## config.mk

```make
export PLATFORM = sky130hd
export DESIGN_NAME = irq_entry_ctrl
export DESIGN_NICKNAME = d
export VERILOG_FILES = /design/src/rtl/irq_pkg.sv /design/src/rtl/irq_pending.sv /design/src/rtl/irq_csr_regs.sv /design/src/rtl/irq_entry_seq.sv /design/src/rtl/irq_entry_ctrl.sv
export SDC_FILE = /design/constraint.sdc
export NUM_CORES = 1
export LEC_CHECK = 0
export ABC_AREA = 0
export BUFFER_PORTS_ARGS = -buffer_cell sky130_fd_sc_hd__clkbuf_2
export CORE_MARGIN = 2
export CORE_UTILIZATION = 44
export DETAILED_ROUTE_END_ITERATION = 12
export PLACE_DENSITY = 0.85
export RECOVER_POWER = 25
export SYNTH_ARGS = -nofsm -noshare
export SYNTH_HDL_FRONTEND = slang
export SYNTH_HIERARCHICAL = 1
export SYNTH_SLANG_ARGS = --single-unit
export TNS_END_PERCENT = 30
```

## constraint.sdc

```tcl
create_clock -name clk -period 1.6 [get_ports clk]
set_input_delay 0.16 -clock clk [delete_from_list [all_inputs] [get_ports clk]]
set_output_delay 0.16 -clock clk [all_outputs]
set_load 0.05 [all_outputs]
```

## src/rtl/irq_pkg.sv

```systemverilog
package irq_pkg;

    localparam int unsigned XLEN       = 32;
    localparam int unsigned NUM_LINES  = 32;
    localparam int unsigned ALIGN_BITS = 8;
    localparam int unsigned RF_IDX_W   = 5;
    localparam logic [XLEN-1:0] VECTOR_OFFSET = 32'h0000_00C0;
    localparam logic [RF_IDX_W-1:0] EA_REG_IDX = 5'd30;

    typedef enum logic [1:0] {
        CSR_STATUS  = 2'd0,
        CSR_MASK    = 2'd1,
        CSR_PENDING = 2'd2,
        CSR_BASE    = 2'd3
    } csr_sel_e;

    typedef struct packed {
        logic saved_en;
        logic glob_en;
    } irq_status_t;

    typedef struct packed {
        logic            valid;
        logic [XLEN-1:0] target;
    } redirect_t;

    function automatic logic [XLEN-1:0] align_base(input logic [XLEN-1:0] v);
        return {v[XLEN-1:ALIGN_BITS], {ALIGN_BITS{1'b0}}};
    endfunction

    function automatic logic [XLEN-1:0] status_word(input irq_status_t s);
        return {{(XLEN-2){1'b0}}, s.saved_en, s.glob_en};
    endfunction

endpackage

```

## src/rtl/irq_pending.sv

```systemverilog
module irq_pending #(
    parameter int unsigned LINES = irq_pkg::NUM_LINES
) (
    input  logic             clk,
    input  logic             rst,
    input  logic [LINES-1:0] req_i,
    input  logic             clr_we_i,
    input  logic [LINES-1:0] clr_mask_i,
    output logic [LINES-1:0] pend_o
);
    logic [LINES-1:0] pend_q;

    for (genvar g = 0; g < LINES; g++) begin : g_line
        always_ff @(posedge clk) begin
            if (rst) begin
                pend_q[g] <= 1'b0;
            end else if (req_i[g]) begin
                pend_q[g] <= 1'b1;
            end else if (clr_we_i && clr_mask_i[g]) begin
                pend_q[g] <= 1'b0;
            end
        end
    end

    assign pend_o = pend_q;

    assert_pend_latch_R2: assert property (@(posedge clk) disable iff (rst)
        (|req_i) |=> ((pend_q & $past(req_i)) == $past(req_i)));

    assert_pend_clear_R3: assert property (@(posedge clk) disable iff (rst)
        clr_we_i |=> ((pend_q & $past(clr_mask_i) & ~$past(req_i)) == '0));

endmodule

```

## src/rtl/irq_csr_regs.sv

```systemverilog
module irq_csr_regs
    import irq_pkg::*;
#(
    parameter int unsigned LINES = NUM_LINES
) (
    input  logic             clk,
    input  logic             rst,
    input  logic             we_i,
    input  csr_sel_e         sel_i,
    input  logic [XLEN-1:0]  wdata_i,
    input  logic             take_i,
    input  logic             eret_i,
    output irq_status_t      status_o,
    output logic [LINES-1:0] mask_o,
    output logic [XLEN-1:0]  base_o
);
    irq_status_t      status_q;
    logic [LINES-1:0] mask_q;
    logic [XLEN-1:0]  base_q;

    always_ff @(posedge clk) begin
        if (rst) begin
            status_q <= '0;
        end else if (take_i) begin
            status_q.saved_en <= status_q.glob_en;
            status_q.glob_en  <= 1'b0;
        end else if (eret_i) begin
            status_q.glob_en  <= status_q.saved_en;
        end else if (we_i && sel_i == CSR_STATUS) begin
            status_q.glob_en  <= wdata_i[0];
            status_q.saved_en <= wdata_i[1];
        end
    end

    always_ff @(posedge clk) begin
        if (rst) begin
            mask_q <= '0;
        end else if (we_i && sel_i == CSR_MASK) begin
            mask_q <= wdata_i[LINES-1:0];
        end
    end

    always_ff @(posedge clk) begin
        if (rst) begin
            base_q <= '0;
        end else if (we_i && sel_i == CSR_BASE) begin
            base_q <= align_base(wdata_i);
        end
    end

    assign status_o = status_q;
    assign mask_o   = mask_q;
    assign base_o   = base_q;

    assert_entry_save_R7: assert property (@(posedge clk) disable iff (rst)
        take_i |=> (!status_q.glob_en && status_q.saved_en == $past(status_q.glob_en)));

    assert_eret_restore_R8: assert property (@(posedge clk) disable iff (rst)
        (eret_i && !take_i) |=> (status_q.glob_en == $past(status_q.saved_en)));

    assert_base_aligned_R5: assert property (@(posedge clk) disable iff (rst)
        (we_i && sel_i == CSR_BASE) |=> (base_q[ALIGN_BITS-1:0] == '0));

endmodule

```

## src/rtl/irq_entry_seq.sv

```systemverilog
module irq_entry_seq
    import irq_pkg::*;
#(
    parameter int unsigned LINES = NUM_LINES
) (
    input  logic                clk,
    input  logic                rst,
    input  logic                boundary_i,
    input  logic                eret_i,
    input  irq_status_t         status_i,
    input  logic [LINES-1:0]    pend_i,
    input  logic [LINES-1:0]    mask_i,
    input  logic [XLEN-1:0]     base_i,
    input  logic [XLEN-1:0]     next_pc_i,
    input  logic [XLEN-1:0]     ea_value_i,
    output logic                take_o,
    output redirect_t           redirect_o,
    output logic                ea_we_o,
    output logic [RF_IDX_W-1:0] ea_idx_o,
    output logic [XLEN-1:0]     ea_wdata_o
);
    logic serviceable;

    assign serviceable = |(pend_i & mask_i);
    assign take_o      = boundary_i && status_i.glob_en && serviceable && !eret_i;

    always_comb begin
        redirect_o.valid  = take_o || eret_i;
        redirect_o.target = eret_i ? ea_value_i : (base_i + VECTOR_OFFSET);
    end

    assign ea_we_o    = take_o;
    assign ea_idx_o   = EA_REG_IDX;
    assign ea_wdata_o = next_pc_i;

    assert_take_gate_R4: assert property (@(posedge clk) disable iff (rst)
        take_o |-> (boundary_i && (pend_i & mask_i) != '0));

    assert_vector_R5: assert property (@(posedge clk) disable iff (rst)
        take_o |-> (redirect_o.target[ALIGN_BITS-1:0] == VECTOR_OFFSET[ALIGN_BITS-1:0]));

endmodule

```

## src/rtl/irq_entry_ctrl.sv

```systemverilog
module irq_entry_ctrl
    import irq_pkg::*;
(
    input  logic                clk,
    input  logic                rst,
    input  logic [31:0]         irq_req,
    input  logic                csr_we,
    input  logic [1:0]          csr_addr,
    input  logic [31:0]         csr_wdata,
    output logic [31:0]         csr_rdata,
    input  logic                insn_boundary,
    input  logic [31:0]         next_pc,
    input  logic                eret,
    input  logic [31:0]         ea_value,
    output logic                take_irq,
    output logic                redirect_valid,
    output logic [31:0]         redirect_pc,
    output logic                ea_we,
    output logic [4:0]          ea_idx,
    output logic [31:0]         ea_wdata
);
    csr_sel_e              sel;
    irq_status_t           status;
    logic [NUM_LINES-1:0]  mask;
    logic [NUM_LINES-1:0]  pend;
    logic [XLEN-1:0]       base;
    redirect_t             redir;
    logic                  take;

    assign sel = csr_sel_e'(csr_addr);

    irq_pending #(.LINES(NUM_LINES)) u_pending (
        .clk        (clk),
        .rst        (rst),
        .req_i      (irq_req),
        .clr_we_i   (csr_we && sel == CSR_PENDING),
        .clr_mask_i (csr_wdata[NUM_LINES-1:0]),
        .pend_o     (pend)
    );

    irq_csr_regs #(.LINES(NUM_LINES)) u_regs (
        .clk      (clk),
        .rst      (rst),
        .we_i     (csr_we),
        .sel_i    (sel),
        .wdata_i  (csr_wdata),
        .take_i   (take),
        .eret_i   (eret),
        .status_o (status),
        .mask_o   (mask),
        .base_o   (base)
    );

    irq_entry_seq #(.LINES(NUM_LINES)) u_entry (
        .clk        (clk),
        .rst        (rst),
        .boundary_i (insn_boundary),
        .eret_i     (eret),
        .status_i   (status),
        .pend_i     (pend),
        .mask_i     (mask),
        .base_i     (base),
        .next_pc_i  (next_pc),
        .ea_value_i (ea_value),
        .take_o     (take),
        .redirect_o (redir),
        .ea_we_o    (ea_we),
        .ea_idx_o   (ea_idx),
        .ea_wdata_o (ea_wdata)
    );

    always_comb begin
        unique case (sel)
            CSR_STATUS:  csr_rdata = status_word(status);
            CSR_MASK:    csr_rdata = mask;
            CSR_PENDING: csr_rdata = pend;
            default:     csr_rdata = base;
        endcase
    end

    assign take_irq       = take;
    assign redirect_valid = redir.valid;
    assign redirect_pc    = redir.target;

    assert_ea_write_R6: assert property (@(posedge clk) disable iff (rst)
        ea_we |-> (ea_idx == 5'd30 && redirect_valid && !eret));

endmodule

```

==> results of run 1 <==
synth_stat cells, types with 3 or more instances:
library cell / instances / area [sq um]
a311oi_1: 32 / 280
nand4_1: 10 / 62.6
clkbuf_1: 21 / 78.8
mux2_2: 7 / 78.8
inv_1: 41 / 154
a31oi_1: 9 / 56.3
dfxtp_1: 90 / 1800
or4_1: 3 / 22.5
conb_1: 3 / 11.3
o21ai_0: 25 / 125
a22oi_1: 16 / 120
buf_4: 46 / 345
nor3_1: 6 / 30.0
a21oi_1: 57 / 285
nor2_1: 49 / 184
buf_12: 3 / 60.1
or3_1: 8 / 50.1
buf_6: 5 / 56.3
xnor2_1: 10 / 87.6
mux2_4: 29 / 435
a22o_1: 30 / 263
nand3_1: 7 / 35.0
nand2_1: 133 / 499
buf_2: 13 / 65.1
xor2_1: 4 / 35.0
nor4_1: 3 / 18.8
power by group:
group	switching (uW)	total (uW)	internal (uW)	leakage [uW]
logic	986	1760	772	0.00245
clock network	917	2140	1220	0.000146
registers	117	2480	2360	0.000750
flip-flops by register name, summed over array words and instances (netlist names):
register	cells
u_regs/status_o	2
u_pending/pend_o	32
u_regs/base_o	24
u_regs/mask_o	32
cell type report:
class | instances | area, sq um
clock buffer | 9 | 225
clock inverter | 7 | 77.6
fill | 906 | 4270
inverter | 41 | 154
multi-input combinational | 473 | 3180
sequential | 90 | 1850
tap | 168 | 210
timing repair buffer | 234 | 2090
critical path, stage by stage (launching register included):
cell	delay, ps
dfxtp_1	320
a22oi_2	220
nand4_1	190
nor4_2	300
buf_4	180
o21ai_2	70
buf_12	150
timing repair:
action,CTS,global route
gates resized for setup,58,57
pin swaps,11,11
endpoints found under the setup margin,18,44
setup buffers,5,1
how the worst min path moves through the flow:
stage | endpoint | cells after the start
6_report | u_pending/pend_o[3] | 2
5_1_grt | u_pending/pend_o[3] | 2
4_1_cts | u_pending/pend_o[6] | 2
3_5_place_dp | ea_wdata[0] | 0
3_3_place_gp | ea_wdata[0] | 0
2_1_floorplan | u_pending/pend_o[15] | 1
logic make-up after synthesis:
logic type / after synthesis
compound gates: 174
xor+xnor: 14
other cells: 3
fa+ha+maj: 1
buf+inv: 131
flops: 90
simple gates: 232
mux: 39
placed cells by master (no fill, tap or decap), drive strengths merged, types with 10 or more instances in the layout:
cell and n:
buf 112, mux2 36, a22oi 16, o21ai 25
nand4 10, a21oi 57, inv 43, clkbuf 131
xnor2 10, nand2 133, nor2 49, conb 13
dfxtp 90, a311oi 32, a22o 30
per-layer routing:
metal,up-vias,share of wire (%)
met1,2649,38
met5,-,0
met2,276,51
li1,2681,-
met4,0,3.1
met3,46,8.6
metrics by stage:
stage	std cells	instance area [sq um]	power (uW)	hold slack (ps)
after floorplan	694	5540	3660	238
after global placement	1001	7070	4110	320
after detailed placement	1001	7070	4130	320
after CTS	1021	7650	6310	20.1
after global routing	1022	7790	6580	13.8
final	1022	7790	6380	15.8
==> results.py, run 1 <==
metrics = {
    "global_route": {
        "antenna_found_initial": 0,
        "grt_max_degree": 48,
        "first_global_vias": 5392,
        "met2_usage_pct": 45.8,
        "grt_usage_pct": 26.6,
        "grt-ovfl-total": 0,
        "grtUsageMet1_pct": 32.1,
        "grt_pass1_wl_um": 27700,
        "grt_use_met3_pct": 6.17,
        "top_usage_layer": "met2",
    },
    "power_and_ir_drop": {
        "power.density_mw_per_mm2": 819,
        "cellLeakagePower_uw": 0.00335,
        "vdd_drop_max_v": 0.000520,
    },
    "cts": {
        "clockBufferDepth": 2,
        "htreeDepth": 3,
        "clk_pin_slew_worst_paths_ps": 70,
        "cts_sinks": 90,
        "cts-root-buf": "clkbuf_16",
        "cts_tree": "yes",
        "clock_latency_ps": 340,
        "cts_buffers": 9,
        "hold_buffers": 0,
    },
    "logic_synthesis": {
        "synth-seq-cells": 90,
        "synth_top_family_by_area": "compound AO/OA/AOI/OAI gates",
        "synthFlopType": "dfxtp_1",
        "synth_fa_ha_area_share_pct": 0.228,
        "yosysSeqAreaShare_pct": 32.9,
        "synthSimpleGateAreaFrac_pct": 18.4,
        "syn-instance-count": 684,
        "synth_edf_count": 0,
        "yosys_warnings": 6,
        "synth_xor_area_share_pct": 2.24,
        "synth-compound-area-share_pct": 21.5,
        "synthDistinctLibCells": 45,
        "syn_avg_cell_area_sq_um": 8.01,
        "synthArstFlopShare_pct": 0,
        "muxShareOfSynthArea_pct": 10.5,
        "syn-cell-area_sq_mm": 0.00548,
    },
    "critical_path": {
        "cp_data_arrival_time_ps": 1760,
        "regToRegStartpoint": "u_pending/pend_o[4]",
        "timing.rr.end": "u_regs/status_o[1]",
        "required_ps": 1440,
        "critical_path_class": "reg -> out",
        "endpoint": "redirect_valid",
        "cp-end-kind": "output pin",
        "worstPathMaxFanout": 2,
        "critPathLaunch": "u_pending/pend_o[4]",
        "rrSetupSlack_ps": -290,
        "cp-start-kind": "flop",
        "worstRegToRegCells": 9,
    },
    "run": {
        "drv_cap": 0,
    },
    "floorplan": {
        "dieArea_sq_mm": 0.0134,
        "start_util_pct": 45.4,
        "die_w_um": 116,
        "core-area_sq_mm": 0.0121,
        "boundaryPins": 239,
        "die_h_um": 116,
        "rows": 40,
    },
    "detailed_routing": {
        "vias": 5652,
        "wl_per_cell_um": 18.0,
        "detail_route.iter0.violations": 375,
        "drc": 0,
        "first_pass_iters": 5,
        "postRouteAntennaNets": 0,
        "avgViaCountPerCell": 5.53,
        "routed_wl_um": 18400,
    },
    "place": {
        "gp_congestion": 0.877,
        "portBuffers": 169,
        "hpwl_um": 12800,
        "pre_cts_slack_ps": -68.9,
    },
    "timing": {
        "setup_violations": 36,
        "finClkSkew_ps": 4.98,
        "setup_ws_ps": -323,
        "period_share_pct": 120,
        "slew_viol_final": 0,
        "period_needed_ps": 1920,
        "worst_slew_pin_slew_ps": 631,
        "hold_violations": 0,
        "fmax_mhz": 520,
        "rsz0062_at_grt": "yes",
        "max_slew_margin_pct": 57.9,
        "tns_ps": -6430,
    },
    "cells_and_area": {
        "area_delta_synth_final_pct": 42.1,
        "final_util_pct": 64.6,
        "diodes": 0,
        "drive_gt1_share_pct": 41.8,
        "num-nets-final": 985,
    },
    "worst_hold_path": {
        "hold_class": "in -> reg",
        "hp-start": "csr_wdata[3]",
    },
    "outcome": {
        "violations": "setup timing",
        "status": "finished, violations left",
    },
}
No activity file was read; power rests on OpenSTA's default activity.
==> inputs of run 2 (changes only) <==
Settings changed: CORE_UTILIZATION 44 to 52, PLACE_DENSITY 0.85 to 0.87.
Clock period 1.6 ns to 2.4 ns, I/O delays scaled along.
==> results.py, run 2 (synthesized netlist as in run 1, its figures left out) <==
metrics = {
    "outcome": {
        "status": "finished, final reports clean",
    },
    "power_and_ir_drop": {
        "combPwrFrac_pct": 25.8,
        "power.density_mw_per_mm2": 557,
        "p_total_uw": 3700,
        "power.share.clock_pct": 29.8,
        "pwr-share-seq_pct": 44.5,
        "p_int_uw": 2480,
        "sw_frac_of_total_pct": 33.1,
        "cellLeakagePower_uw": 0.00284,
        "switchingPower_uw": 1220,
        "vdd_drop_max_v": 0.000346,
    },
    "global_route": {
        "top_usage_layer": "met2",
        "antenna_found_initial": 0,
        "grt_usage_pct": 27.4,
        "grt_max_degree": 53,
        "grt_pass1_wl_um": 24700,
        "first_global_vias": 4850,
        "grt_use_met3_pct": 6.99,
        "met2_usage_pct": 45.4,
        "grt-ovfl-total": 0,
        "grtUsageMet1_pct": 34.4,
    },
    "cells_and_area": {
        "fillers": 887,
        "area_delta_synth_final_pct": 21.3,
        "diodes": 0,
        "num-nets-final": 930,
        "fin_cells": 935,
        "final_common_cell": "clkbuf_2",
        "final_cell_mix": "clkbuf_2 (140), nand2_1 (133), dfxtp_1 (90)",
        "drive_gt1_share_pct": 29.4,
    },
    "timing": {
        "finClkSkew_ps": 9.10,
        "slew_viol_final": 0,
        "tns_ps": 0,
        "max_slew_margin_pct": 34.3,
        "rsz0062_at_grt": "no",
        "worst_slew_pin_slew_ps": 985,
        "period_share_pct": 94.2,
        "fmax_mhz": 442,
        "period_needed_ps": 2260,
        "hold_violations": 0,
        "setup_violations": 0,
    },
    "detailed_routing": {
        "detail_route.iter0.violations": 332,
        "routed_wl_um": 16000,
        "avgViaCountPerCell": 5.72,
        "first_pass_iters": 5,
        "wl_per_cell_um": 17.2,
        "postRouteAntennaNets": 0,
        "drc": 0,
        "vias": 5349,
    },
    "cts": {
        "htreeDepth": 3,
        "cts_tree": "yes",
        "cts-root-buf": "clkbuf_8",
        "clk_pin_slew_worst_paths_ps": 100,
        "cts_sinks": 90,
        "hold_buffers": 0,
        "cts_buffers": 9,
        "cts_setup_buffers": 0,
        "clockBufferDepth": 2,
        "clock_latency_ps": 360,
    },
    "floorplan": {
        "start_util_pct": 53.3,
        "die_w_um": 107,
        "die_h_um": 107,
        "core-area_sq_mm": 0.0103,
        "boundaryPins": 239,
        "rows": 37,
        "dieArea_sq_mm": 0.0114,
    },
    "critical_path": {
        "cpMaxStageDelayCell": "clkbuf_1",
        "cp.buffers_inverters": 3,
        "cp-start-kind": "input port",
        "worstPathCellList": "clkbuf_1, and2b_1, buf_4, a22o_1, clkbuf_2",
        "cp_data_arrival_time_ps": 2020,
        "required_ps": 2160,
        "critical_path_class": "in -> out",
        "worstPathMaxFanout": 30,
        "crit_family": "buffers and inverters",
        "cp-end-kind": "output pin",
        "slowest_delay_ps": 710,
    },
    "place": {
        "portBuffers": 169,
        "gp_congestion": 0.863,
        "dp.cells": 919,
        "hpwl_um": 11500,
    },
    "run": {
        "drv_cap": 0,
    },
    "worst_hold_path": {
        "hold_class": "in -> reg",
    },
}
-- run 2: area by class of cell --
cell class / count / area (sq um) / area share (%)
multi-input combinational: 473 / 2960 / 44.5
sequential: 90 / 1800 / 27.1
timing repair buffer: 179 / 1350 / 20.3
tap: 136 / 170 / 2.56
inverter: 41 / 154 / 2.32
clock buffer: 11 / 151 / 2.28
clock inverter: 5 / 61.3 / 0.923
-- run 2: worst paths after layout --
check	from	cells past startpoint	slack (ps)	endpoint
max	csr_addr[1]	5	140	csr_rdata[4]
min	csr_wdata[3]	2	80	u_pending/pend_o[3]
max reg2reg	u_pending/pend_o[14]	5	600	u_regs/status_o[1]
min reg2reg	u_regs/mask_o[5]	2	470	u_regs/mask_o[5]
-- run 2: power by group through the flow --
stage / Clock, uW / Combinational (uW) / Sequential, uW
2_1_floorplan: 0 / 785 / 1650
3_3_place_gp: 0 / 931 / 1670
3_5_place_dp: 0 / 941 / 1680
4_1_cts: 1110 / 946 / 1640
5_1_grt: 1170 / 1010 / 1650
6_report: 1100 / 953 / 1650
-- run 2: per-layer routing --
metal | share of wire, % | routed length, um | vias to the layer above
met4 | 2.8 | 448 | 0
met3 | 8.2 | 1320 | 36
met2 | 49 | 7810 | 276
met5 | 0 | 0 | -
met1 | 40 | 6470 | 2484
li1 | - | - | 2553
-- run 2: repair_timing --
item | CTS | global route
hold endpoints to repair | 0 | 0
resized for setup | 0 | 1
setup endpoints to repair | 0 | 1
-- run 2: through the flow --
step,hold WS (ps),utilization [%],worst slack [ps],cell area (sq um)
after floorplan,318,-,225,5520
after global placement,460,62.6,451,6430
after detailed placement,463,62.6,438,6430
after CTS,71.7,64.6,42.7,6640
after global routing,63.7,64.7,57.1,6650
final,76.2,64.7,138,6650
